$ cat src/rtl/xbus_cs_pkg.sv
`timescale 1ns/1ps
package xbus_cs_pkg;

  typedef enum logic [2:0] {
    ST_IDLE = 3'd0,
    ST_WAIT = 3'd1,
    ST_STRB = 3'd2,
    ST_TAIL = 3'd3,
    ST_HOLD = 3'd4
  } xbState_e;

  // strobes from control to datapath
  typedef struct packed {
    logic load;     // latch a new request
    logic capture;  // sample read data
    logic beatEnd;  // final strobe-valid cycle of a beat
    logic csAct;
    logic rdAct;
    logic wrAct;
    logic oeAct;
  } xbCtl_t;

endpackage

$ cat src/rtl/xbus_cs_ctrl.sv
`timescale 1ns/1ps
module xbus_cs_ctrl
  import xbus_cs_pkg::*;
#(
  parameter int WAIT_W = 5,
  parameter int DLY_W  = 3
) (
  input  logic              clk,
  input  logic              rstN,
  input  logic              reqValid,
  input  logic              reqWrite,
  input  logic              reqLast,
  output logic              reqReady,
  input  logic [WAIT_W-1:0] cfgRdWait,
  input  logic [WAIT_W-1:0] cfgWrWait,
  input  logic [DLY_W-1:0]  cfgCsDly,
  input  logic [DLY_W-1:0]  cfgRdDly,
  input  logic [DLY_W-1:0]  cfgWrDly,
  input  logic [DLY_W-1:0]  cfgWdDly,
  input  logic [DLY_W-1:0]  cfgCsRdExt,
  input  logic [DLY_W-1:0]  cfgCsWrExt,
  input  logic [DLY_W-1:0]  cfgWdExt,
  input  logic              cfgExtWaitEn,
  input  logic              extWaitN,
  output xbCtl_t            ctl
);

  localparam int PAD = WAIT_W - DLY_W;

  function automatic logic [WAIT_W-1:0] widen(input logic [DLY_W-1:0] d);
    return {{PAD{1'b0}}, d};
  endfunction

  function automatic logic [WAIT_W-1:0] clampTo(input logic [DLY_W-1:0] d,
                                                input logic [WAIT_W-1:0] lim);
    return (widen(d) > lim) ? lim : widen(d);
  endfunction

  xbState_e          state;
  logic [WAIT_W-1:0] cnt;
  logic              curWrite, curLast, inPage;

  logic [WAIT_W-1:0] waitSel, newWait, csExtW, wdExtW, tailLen, tailEnd;
  logic [WAIT_W-1:0] csDc, rdDc, wrDc, wdDc;
  logic              waitOk, strbDone, tailDone, gapFree, pageReady, accept;

  always_comb begin
    waitSel  = curWrite ? cfgWrWait : cfgRdWait;
    newWait  = reqWrite ? cfgWrWait : cfgRdWait;
    csExtW   = widen(curWrite ? cfgCsWrExt : cfgCsRdExt);
    wdExtW   = curWrite ? widen(cfgWdExt) : '0;
    tailLen  = (csExtW > wdExtW) ? csExtW : wdExtW;
    tailEnd  = curLast ? tailLen : wdExtW;
    csDc     = clampTo(cfgCsDly, waitSel);
    rdDc     = clampTo(cfgRdDly, waitSel);
    wrDc     = clampTo(cfgWrDly, waitSel);
    wdDc     = clampTo(cfgWdDly, waitSel);
    waitOk   = !cfgExtWaitEn || extWaitN;
    strbDone = (state == ST_STRB) && waitOk;
    tailDone = (state == ST_TAIL) && (cnt == tailEnd - 1'b1);
    gapFree  = strbDone && !curLast && (wdExtW == '0);
    pageReady = gapFree || (tailDone && !curLast) || (state == ST_HOLD);
    reqReady = (state == ST_IDLE) || pageReady;
    accept   = reqValid && reqReady;
  end

  always_ff @(posedge clk) begin
    if (!rstN) begin
      state    <= ST_IDLE;
      cnt      <= '0;
      curWrite <= 1'b0;
      curLast  <= 1'b1;
      inPage   <= 1'b0;
    end else if (accept) begin
      state    <= (newWait == '0) ? ST_STRB : ST_WAIT;
      cnt      <= '0;
      curWrite <= reqWrite;
      curLast  <= reqLast;
      inPage   <= (state != ST_IDLE);
    end else begin
      case (state)
        ST_WAIT: begin
          cnt <= cnt + 1'b1;
          if (cnt == waitSel - 1'b1) state <= ST_STRB;
        end
        ST_STRB: begin
          if (strbDone) begin
            cnt <= '0;
            if (gapFree)                          state <= ST_HOLD;
            else if (!curLast || tailLen != '0)   state <= ST_TAIL;
            else                                  state <= ST_IDLE;
          end
        end
        ST_TAIL: begin
          if (tailDone) state <= curLast ? ST_IDLE : ST_HOLD;
          else          cnt   <= cnt + 1'b1;
        end
        default: ;
      endcase
    end
  end

  always_comb begin
    ctl         = '0;
    ctl.load    = accept;
    ctl.capture = strbDone && !curWrite;
    ctl.beatEnd = strbDone;
    case (state)
      ST_WAIT: begin
        ctl.csAct = inPage || (cnt >= csDc);
        ctl.rdAct = !curWrite && (cnt >= rdDc);
        ctl.wrAct = curWrite && (cnt >= wrDc);
        ctl.oeAct = curWrite && (cnt >= wdDc);
      end
      ST_STRB: begin
        ctl.csAct = 1'b1;
        ctl.rdAct = !curWrite;
        ctl.wrAct = curWrite;
        ctl.oeAct = curWrite;
      end
      ST_TAIL: begin
        ctl.csAct = !curLast || (cnt < csExtW);
        ctl.oeAct = cnt < wdExtW;
      end
      ST_HOLD: ctl.csAct = 1'b1;
      default: ;
    endcase
  end

  // a low wait sample repeats the strobe-valid cycle
  a_r5_stretch: assert property (@(posedge clk) disable iff (!rstN)
    (state == ST_STRB && cfgExtWaitEn && !extWaitN) |=> (state == ST_STRB));

  // strobes are negated once the strobe-valid phase is left
  a_r2_tail_no_strobe: assert property (@(posedge clk) disable iff (!rstN)
    (state == ST_TAIL) |-> !(ctl.rdAct || ctl.wrAct));

  // the wait counter stays below the selected main wait
  a_r2_wait_bound: assert property (@(posedge clk) disable iff (!rstN)
    (state == ST_WAIT) |-> (cnt < waitSel));

  // chip select held while waiting for the next page beat
  a_r8_hold_cs: assert property (@(posedge clk) disable iff (!rstN)
    (state == ST_HOLD) |-> ctl.csAct);

  // no request taken in the middle of the wait period
  a_r11_busy_wait: assert property (@(posedge clk) disable iff (!rstN)
    (state == ST_WAIT) |-> !reqReady);

endmodule

$ cat src/rtl/xbus_cs_dpath.sv
`timescale 1ns/1ps
module xbus_cs_dpath
  import xbus_cs_pkg::*;
#(
  parameter int AW = 16,
  parameter int DW = 16
) (
  input  logic          clk,
  input  logic          rstN,
  input  xbCtl_t        ctl,
  input  logic [AW-1:0] reqAddr,
  input  logic [DW-1:0] reqWdata,
  input  logic [DW-1:0] busRdata,
  output logic          csN,
  output logic          rdN,
  output logic          wrN,
  output logic          busOe,
  output logic [AW-1:0] busAddr,
  output logic [DW-1:0] busWdata,
  output logic [DW-1:0] rdData,
  output logic          done
);

  logic [AW-1:0] addrQ;
  logic [DW-1:0] wdataQ, rdQ;
  logic          doneQ;

  always_ff @(posedge clk) begin
    if (!rstN) begin
      addrQ  <= '0;
      wdataQ <= '0;
      rdQ    <= '0;
      doneQ  <= 1'b0;
    end else begin
      doneQ <= ctl.beatEnd;
      if (ctl.load) begin
        addrQ  <= reqAddr;
        wdataQ <= reqWdata;
      end
      if (ctl.capture) rdQ <= busRdata;
    end
  end

  assign csN      = ~ctl.csAct;
  assign rdN      = ~ctl.rdAct;
  assign wrN      = ~ctl.wrAct;
  assign busOe    = ctl.oeAct;
  assign busAddr  = addrQ;
  assign busWdata = wdataQ;
  assign rdData   = rdQ;
  assign done     = doneQ;

  // address and write data hold until a new request is latched
  a_r7_addr_hold: assert property (@(posedge clk) disable iff (!rstN)
    !ctl.load |=> ($stable(busAddr) && $stable(busWdata)));

  // read data only changes on a capture
  a_r4_rd_hold: assert property (@(posedge clk) disable iff (!rstN)
    !ctl.capture |=> $stable(rdData));

endmodule

$ cat src/rtl/xbus_cs_timer.sv
`timescale 1ns/1ps
module xbus_cs_timer
  import xbus_cs_pkg::*;
#(
  parameter int AW     = 16,
  parameter int DW     = 16,
  parameter int WAIT_W = 5,
  parameter int DLY_W  = 3
) (
  input  logic              clk,
  input  logic              rstN,
  input  logic              reqValid,
  input  logic              reqWrite,
  input  logic              reqLast,
  input  logic [AW-1:0]     reqAddr,
  input  logic [DW-1:0]     reqWdata,
  output logic              reqReady,
  output logic              done,
  output logic [DW-1:0]     rdData,
  input  logic [WAIT_W-1:0] cfgRdWait,
  input  logic [WAIT_W-1:0] cfgWrWait,
  input  logic [DLY_W-1:0]  cfgCsDly,
  input  logic [DLY_W-1:0]  cfgRdDly,
  input  logic [DLY_W-1:0]  cfgWrDly,
  input  logic [DLY_W-1:0]  cfgWdDly,
  input  logic [DLY_W-1:0]  cfgCsRdExt,
  input  logic [DLY_W-1:0]  cfgCsWrExt,
  input  logic [DLY_W-1:0]  cfgWdExt,
  input  logic              cfgExtWaitEn,
  output logic              csN,
  output logic              rdN,
  output logic              wrN,
  output logic [AW-1:0]     busAddr,
  output logic [DW-1:0]     busWdata,
  output logic              busOe,
  input  logic [DW-1:0]     busRdata,
  input  logic              extWaitN
);

  xbCtl_t ctl;

  xbus_cs_ctrl #(.WAIT_W(WAIT_W), .DLY_W(DLY_W)) u_ctrl (
    .clk(clk), .rstN(rstN),
    .reqValid(reqValid), .reqWrite(reqWrite), .reqLast(reqLast),
    .reqReady(reqReady),
    .cfgRdWait(cfgRdWait), .cfgWrWait(cfgWrWait),
    .cfgCsDly(cfgCsDly), .cfgRdDly(cfgRdDly), .cfgWrDly(cfgWrDly),
    .cfgWdDly(cfgWdDly), .cfgCsRdExt(cfgCsRdExt), .cfgCsWrExt(cfgCsWrExt),
    .cfgWdExt(cfgWdExt), .cfgExtWaitEn(cfgExtWaitEn), .extWaitN(extWaitN),
    .ctl(ctl)
  );

  xbus_cs_dpath #(.AW(AW), .DW(DW)) u_dpath (
    .clk(clk), .rstN(rstN), .ctl(ctl),
    .reqAddr(reqAddr), .reqWdata(reqWdata), .busRdata(busRdata),
    .csN(csN), .rdN(rdN), .wrN(wrN), .busOe(busOe),
    .busAddr(busAddr), .busWdata(busWdata), .rdData(rdData), .done(done)
  );

endmodule

$ cat config.mk
export PLATFORM = sky130hd
export DESIGN_NAME = xbus_cs_timer
export DESIGN_NICKNAME = d
export VERILOG_FILES = /design/src/rtl/xbus_cs_pkg.sv /design/src/rtl/xbus_cs_ctrl.sv /design/src/rtl/xbus_cs_dpath.sv /design/src/rtl/xbus_cs_timer.sv
export SDC_FILE = /design/constraint.sdc
export NUM_CORES = 1
export LEC_CHECK = 0
export BUFFER_PORTS_ARGS = -buffer_cell sky130_fd_sc_hd__buf_2
export CAP_MARGIN = 20
export CORE_MARGIN = 2
export CORE_UTILIZATION = 34
export DETAILED_ROUTE_END_ITERATION = 8
export GPL_ROUTABILITY_DRIVEN = 0
export GPL_TIMING_DRIVEN = 0
export PLACE_DENSITY_LB_ADDON = 0.3
export SLEW_MARGIN = 5
export SYNTH_ARGS = -nofsm -noshare
export SYNTH_HDL_FRONTEND = slang
export SYNTH_SLANG_ARGS = --single-unit
$ cat constraint.sdc
create_clock -name clk -period 4.6 [get_ports clk]
set_input_delay 0.92 -clock clk [delete_from_list [all_inputs] [get_ports clk]]
set_output_delay 0.92 -clock clk [all_outputs]
set_load 0.005 [all_outputs]
==> Word-level counts from Yosys, hierarchy flattened <==
Index checks and enable logic that the tools add are counted.
{ "word_totals": {"out_inout_bits": 54, "register_bits": 60} }
{ "op_classes": {"reduce_logical": 31, "n_addsub": 3, "bitwise": 4, "mux": 25, "eq_ne": 11, "n_lt_le_gt_ge": 11} }
{ "op_table": {"columns": ["operator", "n"], "rows": [
  ["$mux 5", 10],
  ["$gt 3x5->1", 5],
  ["$mux 3", 8],
  ["$ge 5x5->1", 4],
  ["$pmux 5 s3", 1],
  ["$eq 5x5->1", 2],
  ["$logic_and 1x1->1", 10],
  ["$logic_not 5->1", 2],
  ["$sub 5x1->5 const B", 2],
  ["$ne 3x1->1 const B", 3],
  ["$pmux 3 s3", 1],
  ["$logic_or 1x1->1", 7],
  ["$eq 3x2->1 const B", 2],
  ["$pmux 1 s3", 2],
  ["$reduce_bool 3->1", 2],
  ["$add 5x1->5 const B", 1],
  ["$lt 5x3->1", 1],
  ["$lt 5x5->1", 1],
  ["$reduce_bool 5->1", 1],
  ["$mux 2", 2],
  ["$not 1->1", 4],
  ["$pmux 2 s2", 1],
  ["$reduce_and 4->1", 1],
  ["$reduce_bool 4->1", 1],
  ["other kinds (8)", 11]
]} }

==> Logic depth before layout (Yosys ltp) <==
{ "logic_depth": {"ltp_word": 14, "mapped_depth": 19, "depth_no_buf": 17} }

==> By module <==
Synthesis repeated with hierarchy kept, for this count alone.
{ "hier_totals": {"hier_cells": 456, "hier_area_um2": 4187.8} }
{ "by_module_without_submodules": {"columns": ["module", "seq_area_each_um2", "instances", "area_each_um2", "cells_per_inst"], "rows": [
  ["xbus_cs_ctrl", 220.2, 1, 2277.2, 295],
  ["xbus_cs_dpath", 980.9, 1, 1910.6, 161]
]} }

==> Worst setup path before layout <==
Ideal clock, no wire load.
{ "synth_timing": {"path_kind": "input to output", "startpoint": "in cfgWrWait[2]", "endpoint": "out busOe", "required_time_ns": 3.680, "arrival_ns": 3.473, "path_slack_ns": 0.207, "cell_stages": 14, "cell_sequence": "mux2_2 -> clkinv_1 -> ha_1 -> a311oi_1 -> o21ai_0 -> ha_1 -> nand2b_1 -> a21oi_1 -> nor2b_1 -> o21ai_0 -> nand2b_1 -> a21oi_1 -> o21ai_0 -> a32o_1"} }
{ "synth_between": {"elab_chain_cells": 6} }
{ "synth_rtl": {"columns": ["item", "line_no", "rtl"], "rows": [
  ["start: declaration", "xbus_cs_timer.sv:21", "input logic [WAIT_W-1:0] cfgWrWait,"],
  ["$mux 5 (*)", "xbus_cs_ctrl.sv:48", "waitSel = curWrite ? cfgWrWait : cfgRdWait;"],
  ["$gt 3x5->1", "xbus_cs_ctrl.sv:36", "return (widen(d) > lim) ? lim : widen(d);"],
  ["$mux 5 (*)", "xbus_cs_ctrl.sv:36", null],
  ["$ge 5x5->1 (*)", "xbus_cs_ctrl.sv:113", "ctl.oeAct = curWrite && (cnt >= wdDc);"],
  ["$logic_and 1x1->1 (*)", "xbus_cs_ctrl.sv:113", null],
  ["$pmux 1 s3 (*)", "xbus_cs_ctrl.sv:108", "case (state)"],
  ["end: declaration", "xbus_cs_timer.sv:35", "output logic busOe,"]
]} }
Mark *: on every way between the ends. The rest lies on a longest branch, timed or not.

==> Worst setup path in the final report <==
{ "layout_timing": {"startpoint": "in cfgRdWait[1]", "endpoint": "out rdN"} }
{ "layout_between": {"elab_chain_cells": 7} }
{ "layout_rtl": {"columns": ["item", "line_no", "rtl"], "rows": [
  ["start: declaration", "xbus_cs_timer.sv:20", "input logic [WAIT_W-1:0] cfgRdWait,"],
  ["$mux 5 (*)", "xbus_cs_ctrl.sv:48", null],
  ["$gt 3x5->1", "xbus_cs_ctrl.sv:36", null],
  ["$mux 5 (*)", "xbus_cs_ctrl.sv:36", null],
  ["$ge 5x5->1 (*)", "xbus_cs_ctrl.sv:111", "ctl.rdAct = !curWrite && (cnt >= rdDc);"],
  ["$logic_and 1x1->1 (*)", "xbus_cs_ctrl.sv:111", null],
  ["$pmux 2 s2 (*)", "xbus_cs_ctrl.sv:108", null],
  ["$not 1->1 (*)", "xbus_cs_dpath.sv:45", "assign rdN = ~ctl.rdAct;"],
  ["end: declaration", "xbus_cs_timer.sv:31", "output logic rdN,"]
]} }
Marks and branches as above.

==> results.json <==
{
  "outcome": "finished clean",
  "p_seq_frac": 0.266,
  "start_kind": "input port",
  "fillers": 1138,
  "synth_async_sr_flop_share": 0,
  "drive_above_1_share": 0.355,
  "yosys_register_bits": 60,
  "clkLatencyLatePin_ns": 0.33,
  "fin_crit_ns": 4.50,
  "die_h_um": 112,
  "syn2layout_area_growth_pct": 43.1,
  "grt_usage": 0.196,
  "layout.nets": 807,
  "routed-wl-met3_um": 837,
  "wl_met1_um": 5650,
  "hold_viol_final": 0,
  "dp_hpwl_um": 9520,
  "ys.flop_type": "dfxtp_1",
  "synth_mux_area_frac": 0.0377,
  "setup_viol": 0,
  "swShare": 0.392,
  "grt_overflow": 0,
  "yosysMostFrequentCell": "a21oi_1",
  "p_leak_uw": 0.00249,
  "path_buf_inv": 3,
  "cts_buffer_depth": 2,
  "arrival_ns": 3.58,
  "cap_viol_max_count": 0,
  "relSlewSlack": 0.511,
  "vias": 4343,
  "fin_skew_ns": 0.00556,
  "vdd_drop_max_v": 0.000224,
  "timing.final.crit_share": 0.979,
  "dr_wl_met2_um": 6220,
  "cts_sinks": 60,
  "io_buffers": 138,
  "synth_top_cell_by_area": "dfxtp_1",
  "grt_pass1_vias": 4220,
  "start_util": 0.349,
  "drv_slew": 0,
  "postRouteAntennaNets": 0,
  "drt_iter0_drc": 245,
  "p_per_area_mw_per_mm2": 457,
  "postLayoutCoreUtil": 0.499,
  "seqCellArea_mm2": 0.00120,
  "wl_per_cell_um": 15.5,
  "die_width_um": 112,
  "fp-row-count": 39,
  "cts_made_buffers": 9,
  "synth-edff-count": 0,
  "core-area_mm2": 0.0114,
  "cts_tree": "yes",
  "cp_max_fo": 6,
  "synth_common_cells": "a21oi_1, dfxtp_1, nand2_1",
  "seq_area_frac_synth": 0.302,
  "finalPower_uw": 2600,
  "finalInstanceArea_mm2": 0.00570,
  "num_antenna_cells": 0,
  "critical_path.cell_chain": "buf_6, mux2_4, inv_8, ha_4, a21o_1, a21oi_1, a311oi_2, nand2_1, o21ai_0, ha_1, nand2b_1, a21oi_2, nor2b_1, o21ai_1, nand2b_1, a21oi_2, o21ai_0, nand2_1, buf_2",
  "top_layer": "met4",
  "drt_wl_total_um": 12800,
  "remaining_drc_errors": 0,
  "ctsHtreeMaxLevel": 3,
  "cts-root-buf": "clkbuf_16",
  "cts_hold_buffers": 0,
  "synth_simple_gate_area_frac": 0.192,
  "synth_top_family_by_area": "compound AO/OA/AOI/OAI gates",
  "worst_slew_pin_slew_ns": 0.734,
  "synth_area_mm2": 0.00398,
  "rsz0062_at_grt": "yes",
  "dr.pass1.iters": 4,
  "whs_ns": 0.450,
  "path_delay_family": "compound AO/OA/AOI/OAI gates",
  "num_io_pins": 140,
  "synth_top_area_frac": 0.302,
  "p_int_uw": 1580,
  "clockPowerShare": 0.256,
  "crit_slowest_cell": "a311oi_2",
  "fmax_ghz": 0.222,
  "antenna_found_initial": 0,
  "grt_pass1_wl_um": 20300,
  "critPathKind": "input port to primary output",
  "synthDistinctLibCells": 64,
  "grt_max_degree": 14,
  "ys_warn_count": 0,
  "synth-compound-area-share": 0.252,
  "clk_pin_slew_worst_paths_ns": 0.06,
  "cp-end-kind": "primary output",
  "viasPerCell": 5.25,
  "syn_area_per_cell_um2": 7.87,
  "synthXorXnorAreaFrac": 0.0264,
  "pwr-share-comb": 0.478,
  "crit_required_ns": 3.68,
  "power_switching_uw": 1020,
  "fin_ws_ns": 0.0981,
  "hold_class": "flop to flop",
  "synth_cells": 506,
  "critical_path.max_stage_delay_ns": 0.39,
  "post_dp_cell_area_mm2": 0.00488,
  "yosys.area_share.adder": 0.132,
  "synth.area.top_cells": "dfxtp_1, ha_1, a21oi_1",
  "die_area_mm2": 0.0126,
  "multi_input_area_mm2": 0.00290,
  "dpl_worst_slack_ns": -0.446
}
[worst reg2reg max path: cells and delay by family, from the launching register on]
kind            cells  cell delay, ns
compound gates      5            1.08
buf+inv             6            0.87
fa+ha+maj           2            0.63
simple gates        3            0.39
flops               1            0.32
mux                 1            0.28
xor+xnor            1            0.14
[registers in the layout, summed over array words and instances (netlist names)]
register,count
u_dpath.busWdata,16
u_ctrl.curWrite,1
u_dpath.busAddr,16
u_ctrl.inPage,1
u_ctrl.curLast,1
u_ctrl.state,3
u_ctrl.cnt,5
u_dpath.rdData,16
u_dpath.done,1
[cells in the final DEF, fill, tap and decap left out, drive strengths merged, types with 8 or more instances in the layout]
master,n
inv,24
nand3,42
conb,8
mux2i,10
nand2b,13
buf,163
nor2,15
o21ai,62
ha,42
dfxtp,60
nand2,53
clkbuf,29
a21oi,74
xnor2,8
[area by class of cell]
type / instances / area share
flip-flops and latches: 60 / 0.211
plain buffers: 27 / 0.0252
well taps: 143 / 0.0314
multi-input cells: 400 / 0.509
inverters: 25 / 0.0209
clock inverters: 7 / 0.0134
repair buffers: 156 / 0.150
clock buffers: 9 / 0.0395
[routing by layer]
layer  vias up  GRT usage
li1       2169          -
met1      2019      0.258
met2       145      0.329
met3        10     0.0502
met4         0     0.0350
met5         -          0
[worst paths after layout]
check	from	end	slack, ns	cells past startpoint
setup / recovery	cfgRdWait[1]	rdN	0.1	19
hold / removal	u_dpath.rdData[8]$_SDFFE_PN0P_	u_dpath.rdData[8]$_SDFFE_PN0P_	0.45	2
setup reg to reg	u_ctrl.curWrite$_SDFFE_PN0P_	u_dpath.busWdata[7]$_SDFFE_PN0P_	0.76	18
hold reg to reg	u_dpath.rdData[8]$_SDFFE_PN0P_	u_dpath.rdData[8]$_SDFFE_PN0P_	0.45	2
[per-stage QoR]
stage,TNS (ns),instances
final,0,827
after global routing,-0.219,827
after CTS,-0.0733,817
after detailed placement,-1.85,794
after global placement,-1.41,794
after floorplan,0,513
[power groups by stage]
stage | combinational (uW) | sequential [uW] | clock [uW]
5_1_grt | 1380 | 705 | 709
3_5_place_dp | 1050 | 701 | 0
4_1_cts | 1130 | 691 | 675
3_3_place_gp | 1020 | 696 | 0
2_1_floorplan | 711 | 693 | 0
6_report | 1240 | 694 | 666
[what timing repair did]
| action | CTS | global route |
|---|---|---|
| buffers inserted | 9 | 10 |
| endpoints found under the setup margin | 5 | 5 |
| pin swaps | 7 | 33 |
| resized for setup | 32 | 44 |
[cell families (layout without fill, tap and decap cells)]
logic type,Yosys count,in the layout
AOI/OAI and AO/OA,171,171
xor gates and xnor gates,12,12
adders and majority gates,42,42
buffers and inverters,53,224
DFF,60,60
muxes,13,13
other,1,8
and+or+nand+nor,154,154
Power figures use the tool's default switching activity.
